[config.mk]
export PLATFORM = sky130hd
export DESIGN_NAME = jtag_shift_master
export DESIGN_NICKNAME = d
export VERILOG_FILES = /design/src/rtl/jsm_pkg.sv /design/src/rtl/jsm_tck_gen.sv /design/src/rtl/jsm_shreg.sv /design/src/rtl/jtag_shift_master.sv
export SDC_FILE = /design/constraint.sdc
export NUM_CORES = 1
export LEC_CHECK = 0
export BUFFER_PORTS_ARGS = -buffer_cell sky130_fd_sc_hd__buf_2
export CAP_MARGIN = 10
export CORE_MARGIN = 5
export CORE_UTILIZATION = 50
export CTS_BUF_LIST = sky130_fd_sc_hd__clkbuf_4 sky130_fd_sc_hd__clkbuf_8
export CTS_CLUSTER_SIZE = 20
export DETAILED_ROUTE_END_ITERATION = 8
export HOLD_SLACK_MARGIN = 0.06
export MAX_ROUTING_LAYER = met4
export PLACE_DENSITY = 0.7
export SYNTH_ARGS = -nofsm -noshare
export SYNTH_HDL_FRONTEND = slang
export SYNTH_SLANG_ARGS = --single-unit
[constraint.sdc]
create_clock -name clk -period 3.2 [get_ports clk]
set_clock_uncertainty 0.15 [all_clocks]
set_input_delay 0.32 -clock clk [delete_from_list [all_inputs] [get_ports clk]]
set_output_delay 0.32 -clock clk [all_outputs]
set_load 0.02 [all_outputs]
[src/rtl/jsm_pkg.sv]
package jsm_pkg;

    // Command opcodes as carried on cmd_op
    typedef enum logic [1:0] {
        OP_RESET = 2'd0,
        OP_TO_IR = 2'd1,
        OP_TO_DR = 2'd2,
        OP_SHIFT = 2'd3
    } jsm_op_e;

    // Sequencer phases
    typedef enum logic [1:0] {
        PH_IDLE = 2'd0,
        PH_MOVE = 2'd1,
        PH_DATA = 2'd2
    } jsm_phase_e;

    // TCK bit-cycle generator states
    typedef enum logic [1:0] {
        RN_IDLE = 2'd0,
        RN_LOW  = 2'd1,
        RN_HIGH = 2'd2
    } jsm_run_e;

    // A fixed TMS walk: number of TCK cycles and the TMS values,
    // issued starting from bit 0
    typedef struct packed {
        logic [2:0] n;
        logic [5:0] pat;
    } tms_route_t;

    function automatic tms_route_t tms_route(jsm_op_e op);
        tms_route_t r;
        case (op)
            OP_RESET: r = '{n: 3'd6, pat: 6'b011111};
            OP_TO_IR: r = '{n: 3'd4, pat: 6'b000011};
            OP_TO_DR: r = '{n: 3'd3, pat: 6'b000001};
            default:  r = '{n: 3'd0, pat: 6'b000000};
        endcase
        return r;
    endfunction

    // Tail after an exiting shift: one TMS-high cycle, plus an
    // optional TMS-low cycle into Run-Test/Idle
    function automatic tms_route_t tail_route(logic to_idle);
        tms_route_t r;
        r.pat = 6'b000001;
        r.n   = to_idle ? 3'd2 : 3'd1;
        return r;
    endfunction

endpackage

[src/rtl/jsm_tck_gen.sv]
module jsm_tck_gen
    import jsm_pkg::*;
#(
    parameter int unsigned HALF = 2
) (
    input  logic clk,
    input  logic rst,
    input  logic go,
    output logic tck,
    output logic done
);
    localparam int unsigned CW = (HALF > 1) ? $clog2(HALF) : 1;
    localparam logic [CW-1:0] LAST = CW'(HALF - 1);

    jsm_run_e       st;
    logic [CW-1:0]  cnt;

    always_ff @(posedge clk) begin
        if (rst) begin
            st  <= RN_IDLE;
            tck <= 1'b1;
            cnt <= '0;
        end else begin
            case (st)
                RN_IDLE: begin
                    if (go) begin
                        st  <= RN_LOW;
                        tck <= 1'b0;
                        cnt <= '0;
                    end
                end
                RN_LOW: begin
                    if (cnt == LAST) begin
                        st  <= RN_HIGH;
                        tck <= 1'b1;
                        cnt <= '0;
                    end else begin
                        cnt <= cnt + CW'(1);
                    end
                end
                RN_HIGH: begin
                    if (cnt == LAST) begin
                        st <= RN_IDLE;
                    end else begin
                        cnt <= cnt + CW'(1);
                    end
                end
                default: st <= RN_IDLE;
            endcase
        end
    end

    // Last system clock of the high phase: TDO is taken here
    assign done = (st == RN_HIGH) && (cnt == LAST);

endmodule

[src/rtl/jsm_shreg.sv]
module jsm_shreg #(
    parameter int unsigned W  = 32,
    parameter int unsigned LW = 6
) (
    input  logic         clk,
    input  logic         rst,
    input  logic         load,
    input  logic [W-1:0] data,
    input  logic [LW-1:0] len,
    input  logic         msb,
    input  logic         adv,
    input  logic         cap,
    input  logic         tdo,
    output logic         cur_bit,
    output logic [W-1:0] rx_word
);
    localparam int unsigned IW = $clog2(W);

    logic [W-1:0]  tx;
    logic [W-1:0]  rx;
    logic [IW-1:0] top_q;
    logic          msb_q;

    always_ff @(posedge clk) begin
        if (rst) begin
            tx    <= '0;
            rx    <= '0;
            top_q <= '0;
            msb_q <= 1'b0;
        end else if (load) begin
            tx    <= data;
            rx    <= '0;
            top_q <= IW'(len - LW'(1));
            msb_q <= msb;
        end else begin
            if (adv) begin
                tx <= msb_q ? (tx << 1) : (tx >> 1);
            end
            if (cap) begin
                if (msb_q) begin
                    rx <= {rx[W-2:0], tdo};
                end else begin
                    rx <= (rx >> 1) | (W'(tdo) << top_q);
                end
            end
        end
    end

    assign cur_bit = msb_q ? tx[top_q] : tx[0];
    assign rx_word = rx;

endmodule

[src/rtl/jtag_shift_master.sv]
module jtag_shift_master
    import jsm_pkg::*;
#(
    parameter int unsigned MAX_BITS = 32,
    parameter int unsigned TCK_DIV  = 4,
    localparam int unsigned LW = $clog2(MAX_BITS + 1)
) (
    input  logic                clk,
    input  logic                rst,
    input  logic                cmd_valid,
    output logic                cmd_ready,
    input  logic [1:0]          cmd_op,
    input  logic [LW-1:0]       cmd_len,
    input  logic                cmd_msb,
    input  logic                cmd_exit,
    input  logic                cmd_idle,
    input  logic [MAX_BITS-1:0] cmd_data,
    output logic                rsp_valid,
    output logic                rsp_err,
    output logic [MAX_BITS-1:0] rsp_data,
    output logic                tck,
    output logic                tms,
    output logic                tdi,
    input  logic                tdo
);
    localparam int unsigned HALF = (TCK_DIV >= 4) ? (TCK_DIV / 2) : 1;

    jsm_phase_e          ph;
    jsm_op_e             op;
    tms_route_t          route;
    tms_route_t          tail;
    logic                inflight;
    logic                is_shift;
    logic                exit_q;
    logic                idle_q;
    logic [2:0]          mv_left;
    logic [5:0]          mv_pat;
    logic [LW-1:0]       bits_left;
    logic                accept;
    logic                len_ok;
    logic                load;
    logic                go;
    logic                go_move;
    logic                adv;
    logic                cap;
    logic                bit_done;
    logic                cur_bit;
    logic [MAX_BITS-1:0] rx_word;

    assign op        = jsm_op_e'(cmd_op);
    assign route     = tms_route(op);
    assign tail      = tail_route(idle_q);
    assign cmd_ready = (ph == PH_IDLE);
    assign accept    = cmd_valid && cmd_ready;
    assign len_ok    = (cmd_len != '0) && (cmd_len <= LW'(MAX_BITS));
    assign load      = accept && (op == OP_SHIFT) && len_ok;
    assign go_move   = (ph == PH_MOVE) && !inflight && (mv_left != 3'd0);
    assign adv       = (ph == PH_DATA) && !inflight && (bits_left != '0);
    assign go        = go_move || adv;
    assign cap       = (ph == PH_DATA) && bit_done;

    jsm_tck_gen #(.HALF(HALF)) u_tck (
        .clk  (clk),
        .rst  (rst),
        .go   (go),
        .tck  (tck),
        .done (bit_done)
    );

    jsm_shreg #(.W(MAX_BITS), .LW(LW)) u_sh (
        .clk     (clk),
        .rst     (rst),
        .load    (load),
        .data    (cmd_data),
        .len     (cmd_len),
        .msb     (cmd_msb),
        .adv     (adv),
        .cap     (cap),
        .tdo     (tdo),
        .cur_bit (cur_bit),
        .rx_word (rx_word)
    );

    always_ff @(posedge clk) begin
        if (rst) begin
            ph        <= PH_IDLE;
            tms       <= 1'b1;
            tdi       <= 1'b1;
            inflight  <= 1'b0;
            is_shift  <= 1'b0;
            exit_q    <= 1'b0;
            idle_q    <= 1'b0;
            mv_left   <= 3'd0;
            mv_pat    <= 6'd0;
            bits_left <= '0;
            rsp_valid <= 1'b0;
            rsp_err   <= 1'b0;
            rsp_data  <= '0;
        end else begin
            rsp_valid <= 1'b0;
            if (go) begin
                inflight <= 1'b1;
            end else if (bit_done) begin
                inflight <= 1'b0;
            end

            case (ph)
                PH_IDLE: begin
                    if (accept) begin
                        is_shift <= (op == OP_SHIFT);
                        exit_q   <= cmd_exit;
                        idle_q   <= cmd_idle;
                        if (op != OP_SHIFT) begin
                            mv_left <= route.n;
                            mv_pat  <= route.pat;
                            ph      <= PH_MOVE;
                        end else if (len_ok) begin
                            bits_left <= cmd_len;
                            ph        <= PH_DATA;
                        end else begin
                            rsp_valid <= 1'b1;
                            rsp_err   <= 1'b1;
                            rsp_data  <= '0;
                        end
                    end
                end

                PH_MOVE: begin
                    if (go_move) begin
                        tms     <= mv_pat[0];
                        tdi     <= 1'b1;
                        mv_pat  <= {1'b0, mv_pat[5:1]};
                        mv_left <= mv_left - 3'd1;
                    end else if (!inflight && (mv_left == 3'd0)) begin
                        ph        <= PH_IDLE;
                        rsp_valid <= 1'b1;
                        rsp_err   <= 1'b0;
                        rsp_data  <= is_shift ? rx_word : '0;
                    end
                end

                PH_DATA: begin
                    if (adv) begin
                        tms       <= exit_q && (bits_left == LW'(1));
                        tdi       <= cur_bit;
                        bits_left <= bits_left - LW'(1);
                    end else if (!inflight && (bits_left == '0)) begin
                        tdi <= 1'b1;
                        if (exit_q) begin
                            mv_left <= tail.n;
                            mv_pat  <= tail.pat;
                            ph      <= PH_MOVE;
                        end else begin
                            ph        <= PH_IDLE;
                            rsp_valid <= 1'b1;
                            rsp_err   <= 1'b0;
                            rsp_data  <= rx_word;
                        end
                    end
                end

                default: ph <= PH_IDLE;
            endcase
        end
    end

endmodule

==> results of run 1 <==
## per-stage QoR
| step | utilization (%) | power [mW] | instances | setup WS (ns) | instance area (sq um) |
|---|---|---|---|---|---|
| floorplan | - | 2.45 | 825 | 0.808 | 6850 |
| global placement | 55.4 | 2.62 | 1036 | 0.620 | 7390 |
| detailed placement | 55.4 | 2.65 | 1036 | 0.480 | 7390 |
| CTS | 61.2 | 4.09 | 1106 | 0.372 | 8180 |
| global route | 61.2 | 4.27 | 1106 | 0.210 | 8180 |
| finish | 61.2 | 4.07 | 1106 | 0.344 | 8180 |
## cells by family (layout without fill, tap and decap cells)
logic type | count (synthesis) | count (layout) | synth area share, %
AND/OR/NAND/NOR | 290 | 290 | 18.8
AO/OA/AOI/OAI | 217 | 217 | 20.8
flip-flops | 130 | 130 | 38.0
multiplexers | 87 | 87 | 14.4
buffers and inverters | 83 | 188 | 4.91
adder cells (fa/ha/maj) | 14 | 14 | 2.56
XOR/XNOR | 4 | 4 | 0.621
## layout by cell type (no fill, tap or decap), types with 17 or more instances in the layout
| cell type | n |
|---|---|
| buf_2 | 84 |
| o21ai_0 | 20 |
| dfxtp_1 | 129 |
| nor2_1 | 41 |
| mux2i_1 | 77 |
| a211oi_1 | 17 |
| o211ai_1 | 52 |
| nand2_1 | 181 |
| a21oi_1 | 88 |
| clkbuf_8 | 19 |
| dlygate4sd3_1 | 38 |
| inv_1 | 17 |
## routing by layer
layer / global-route usage [%] / vias to the layer above / share of wire, %
li1: - / 3138 / -
met1: 27.8 / 2983 / 46
met2: 36.1 / 168 / 48
met3: 4.84 / 31 / 4.9
met4: 6.69 / 0 / 1.8
met5: - / - / 0
## layout make-up
type	instances	area, sq um
clock buffers	20	269
fillers	1192	5170
flip-flops and latches	130	2600
repair buffers	138	946
inverters	18	67.6
well taps	176	220
clock inverters	12	131
multi-input cells	612	3940
## state kept, by name (all words and copies together), names as in the netlist, 2 cells and up
signal        cells
u_sh.tx          32
u_sh.rx_word     32
mv_left           3
mv_pat            5
u_tck.st          2
rsp_data         32
bits_left         6
u_sh.top_q        5
ph                2
## final timing paths
kind                                   from         endpoint  slack, ns
worst max-delay path             cmd_len[0]      rsp_data[7]       0.34
worst min-delay path                    tdo  u_sh.rx_word[0]       0.10
worst max register to register        ph[1]      rsp_data[7]       0.69
worst min register to register  rsp_data[5]      rsp_data[5]       0.30
## report_power, final
group | leakage, nW | switching [mW] | internal [mW]
Combinational | 1.67 | 0.501 | 0.384
Clock | 0.195 | 0.662 | 0.742
Sequential | 1.05 | 0.0788 | 1.70
Total | 2.92 | 1.24 | 2.83
## critical path: cells and delay by family
family          cells  cell delay (ns)
xor+xnor            1             0.27
buf+inv             4             1.06
compound gates      1             0.47
mux                 1             0.23
fa+ha+maj           1             0.21
simple gates        2             0.48
## what timing repair did
action	4_1_cts	5_1_grt
gates resized for setup	0	0
hold buffers	38	0
endpoints found under the hold margin	36	0
==> flow_metrics.py, run 1 <==
metrics = {
    "synthesis": {
        "ys_seq_area_share_pct": 38.0,
        "syn-num-nets": 886,
        "yosysMostFrequentCell": "nand2_1",
        "syn-cell-area_sq_mm": 0.00685,
        "synth_cell_type_count": 60,
        "synth_warnings": 0,
        "synth_flop_cell": "dfxtp_1",
        "syn-instance-count": 825,
        "netlist_top_cells_count": "181 x nand2_1, 130 x dfxtp_1, 88 x a21oi_1",
        "synth-edff-count": 0,
        "ys_seq_elements": 130,
        "synth_top_area_share_pct": 38.0,
        "synth_area_per_cell_sq_um": 8.31,
        "synthArstFlopShare_pct": 0,
        "synth_area_leader_cell": "dfxtp_1",
        "synth_area_leaders": "dfxtp_1 38%, mux2i_1 11%, nand2_1 9.9%",
    },
    "clock_tree": {
        "root_buffer": "clkbuf_8",
        "clk_latency_ns": 0.45,
        "numCtsBuffers": 17,
        "clkSinkCount": 130,
        "clkSlewWorstSetupHoldPaths_ns": 0.07,
        "cts_tree": "built",
        "clockBufferDepth": 2,
        "postCtsSetupRepairBufs": 0,
        "h-tree-depth": 4,
    },
    "global_routing": {
        "grt_pass1_wl_microns": 28700,
        "grt_start_max_net_pins": 64,
        "antenna_found_initial": 0,
        "grt_usage_pct": 22.2,
        "grt_pass1_vias": 5893,
        "overflow": 0,
    },
    "detailed_routing": {
        "drt-initial-drc-count": 621,
        "route.detailed.drc": 0,
        "wire_per_inst_microns": 15.8,
        "num_vias": 6320,
        "ant_nets": 0,
        "detail_route.first_pass.iterations": 6,
        "totalWireLength_microns": 17500,
        "vias_per_cell": 5.71,
    },
    "worst_setup_path": {
        "end_kind": "register",
        "path_cells": "dlygate4sd3_1 > buf_2 > inv_1 > ha_1 > nor4b_4 > xor2_2 > nand2_1 > a2111oi_4 > buf_12 > mux2i_1",
        "r2r_cells": 8,
        "cp_slowest_cell": "dlygate4sd3_1",
        "cp_max_fo": 32,
        "critPathKind": "input pin to register",
        "required_ns": 3.41,
        "max_stage_delay_ns": 0.54,
        "worstPathArrival_ns": 3.07,
        "cp-start-kind": "input pin",
    },
    "timing": {
        "period_share_pct": 89.2,
        "rsz0062_at_grt": "no",
        "finalSetupViolCount": 0,
        "min_period_ns": 2.86,
        "slew_viol_final": 0,
        "slew_headroom_pct": 37.0,
        "hold_slack_ns": 0.102,
        "tightest_slew_ns": 0.932,
        "fmax_mhz": 350,
        "finalHoldViolCount": 0,
        "tns_ns": 0,
    },
    "min_path": {
        "hold_path_class": "input pin to register",
        "min_path_cells": 3,
    },
    "pwr": {
        "vdd_drop_max_mv": 0.447,
        "power_density_mw_per_mm2": 498,
        "p_leak_nw": 2.92,
    },
    "die": {
        "die_y_microns": 127,
        "die_w_microns": 127,
        "initial_core_util_pct": 51.3,
        "ios": 85,
        "die-area_sq_mm": 0.0161,
        "core_area_sq_mm": 0.0133,
        "num_rows": 42,
    },
    "placement": {
        "place.gp.congestion": 0.814,
        "port_buffers": 84,
        "dp_hpwl_microns": 11600,
    },
    "finish": {
        "nets": 978,
        "syn_to_final_growth_pct": 19.3,
        "drive_gt1_share_pct": 16.6,
        "antennaDiodeCount": 0,
    },
    "outcome": {
        "outcome": "complete, no violations",
    },
    "job": {
        "cap_violations": 0,
    },
}
Power figures use the tool's default switching activity.
==> run 2, diff against run 1 <==
BUFFER_PORTS_ARGS = -buffer_cell sky130_fd_sc_hd__buf_4   (was -buffer_cell sky130_fd_sc_hd__buf_2)
==> flow_metrics.py, run 2 (synthesized netlist as in run 1, its figures left out) <==
metrics = {
    "global_routing": {
        "grt_pass1_vias": 5746,
        "antenna_found_initial": 0,
        "grt_start_max_net_pins": 66,
        "grt_usage_pct": 21.3,
        "overflow": 0,
        "grt_pass1_wl_microns": 27800,
    },
    "worst_setup_path": {
        "path_cells": "dlygate4sd3_1 > buf_4 > inv_1 > ha_1 > nor4b_4 > xor2_2 > nand2_1 > a2111oi_4 > buf_12 > mux2i_1",
        "max_stage_delay_ns": 0.54,
        "cp_slowest_cell": "dlygate4sd3_1",
        "required_ns": 3.42,
        "end_kind": "register",
        "worstPathArrival_ns": 3.00,
        "cp-start-kind": "input pin",
        "cp_max_fo": 32,
        "path_buf_inv": 4,
        "critPathKind": "input pin to register",
        "crit_family": "buffers and inverters",
    },
    "clock_tree": {
        "clkSlewWorstSetupHoldPaths_ns": 0.07,
        "clk_latency_ns": 0.45,
        "ctsResizeCount": 0,
        "clockBufferDepth": 2,
        "cts_tree": "built",
        "clkSinkCount": 130,
        "hold_buffers": 39,
        "postCtsSetupRepairBufs": 0,
        "root_buffer": "clkbuf_8",
        "numCtsBuffers": 17,
        "h-tree-depth": 4,
    },
    "detailed_routing": {
        "vias_per_cell": 5.67,
        "ant_nets": 0,
        "route.detailed.drc": 0,
        "detail_route.first_pass.iterations": 5,
        "num_vias": 6250,
        "totalWireLength_microns": 16900,
        "drt-initial-drc-count": 434,
        "wire_per_inst_microns": 15.3,
    },
    "finish": {
        "nFillCells": 1168,
        "antennaDiodeCount": 0,
        "drive_gt1_share_pct": 16.1,
        "syn_to_final_growth_pct": 22.2,
        "final_cell_mix": "181 x nand2_1, 129 x dfxtp_1, 95 x buf_4, 88 x a21oi_1, 77 x mux2i_1",
        "nets": 976,
        "final_common_cell": "nand2_1",
    },
    "min_path": {
        "hold_path_class": "input pin to register",
    },
    "pwr": {
        "power.share.combinational_pct": 22.0,
        "vdd_drop_max_mv": 0.325,
        "p_int_mw": 2.92,
        "switching_power_mw": 1.18,
        "swShare_pct": 28.8,
        "power_frac_clock_pct": 34.5,
        "power_density_mw_per_mm2": 490,
        "seq_power_share_pct": 43.5,
        "p_leak_nw": 2.97,
    },
    "die": {
        "core_area_sq_mm": 0.0133,
        "die-area_sq_mm": 0.0161,
        "num_rows": 42,
        "ios": 85,
        "die_w_microns": 127,
        "die_y_microns": 127,
        "initial_core_util_pct": 51.3,
    },
    "timing": {
        "min_period_ns": 2.77,
        "setup_ws_ns": 0.427,
        "rsz0062_at_grt": "no",
        "tns_ns": 0,
        "slew_viol_final": 0,
        "period_share_pct": 86.7,
        "slew_headroom_pct": 41.8,
        "tightest_slew_ns": 0.861,
        "finalSetupViolCount": 0,
        "finalHoldViolCount": 0,
        "fmax_mhz": 361,
    },
    "outcome": {
        "outcome": "complete, no violations",
    },
    "job": {
        "cap_violations": 0,
    },
    "placement": {
        "dp_hpwl_microns": 11500,
        "port_buffers": 84,
        "place.gp.congestion": 0.851,
        "preCtsSetupSlack_ns": 0.534,
    },
}
[run 2: cell types whose count changed in the layout (fill, tap and decap cells not counted)]
cell / change
buf_2: -84
buf_4: +81
clkinvlp_4: -4
clkbuf_8: +3
clkbuf_4: +2
inv_6: -2
clkinv_4: -1
dlygate4sd3_1: +1
[run 2: layout make-up]
| class | instances | area [sq um] | share of cell area [%] |
|---|---|---|---|
| tap | 176 | 220 | 2.63 |
| clock buffer | 25 | 325 | 3.89 |
| clock inverter | 5 | 75.1 | 0.897 |
| multi-input combinational | 612 | 3940 | 47.0 |
| inverter | 18 | 67.6 | 0.807 |
| timing repair buffer | 136 | 1140 | 13.7 |
| sequential | 130 | 2600 | 31.1 |
[run 2: worst min-delay path: cells and delay by family]
kind / cells / cell delay, ns
xor+xnor: 1 / 0.14
compound gates: 1 / 0.07
buf+inv: 1 / 0.12
[run 2: metrics by stage]
stage	hold slack, ns	util (%)	instances	cell area, sq um	total power, mW
detailed placement	0.298	56.8	1033	7580	2.68
finish	0.101	62.7	1102	8370	4.11
CTS	0.0719	62.7	1102	8370	4.13
global route	0.105	62.7	1102	8370	4.29
global placement	0.293	56.8	1033	7580	2.65
floorplan	0.266	-	825	6850	2.45
[run 2: final timing paths]
check | from | end | slack (ns) | cells after the start
worst min-delay path | cmd_len[3] | u_sh.top_q[3] | 0.10 | 3
worst min register to register | mv_pat[0] | mv_pat[0] | 0.31 | 2
worst max-delay path | cmd_len[0] | rsp_data[17] | 0.43 | 10
worst max register to register | u_sh.msb_q | u_sh.rx_word[16] | 0.62 | 4
[run 2: power by group through the flow]
stage	clock, mW	combinational [mW]	sequential (mW)
after global routing	1.51	0.977	1.79
after detailed placement	0	0.859	1.82
after global placement	0	0.834	1.82
after CTS	1.44	0.902	1.79
after floorplan	0	0.650	1.80
final	1.42	0.905	1.79
[run 2: metal layers]
metal  vias up  global-route usage [%]  part of all wire (%)
met5         -                       -                     0
met4         0                    9.15                   2.7
met3        40                    4.42                   5.3
met2       196                    32.5                    46
met1      2883                    27.5                    46
li1       3131                       -                     -
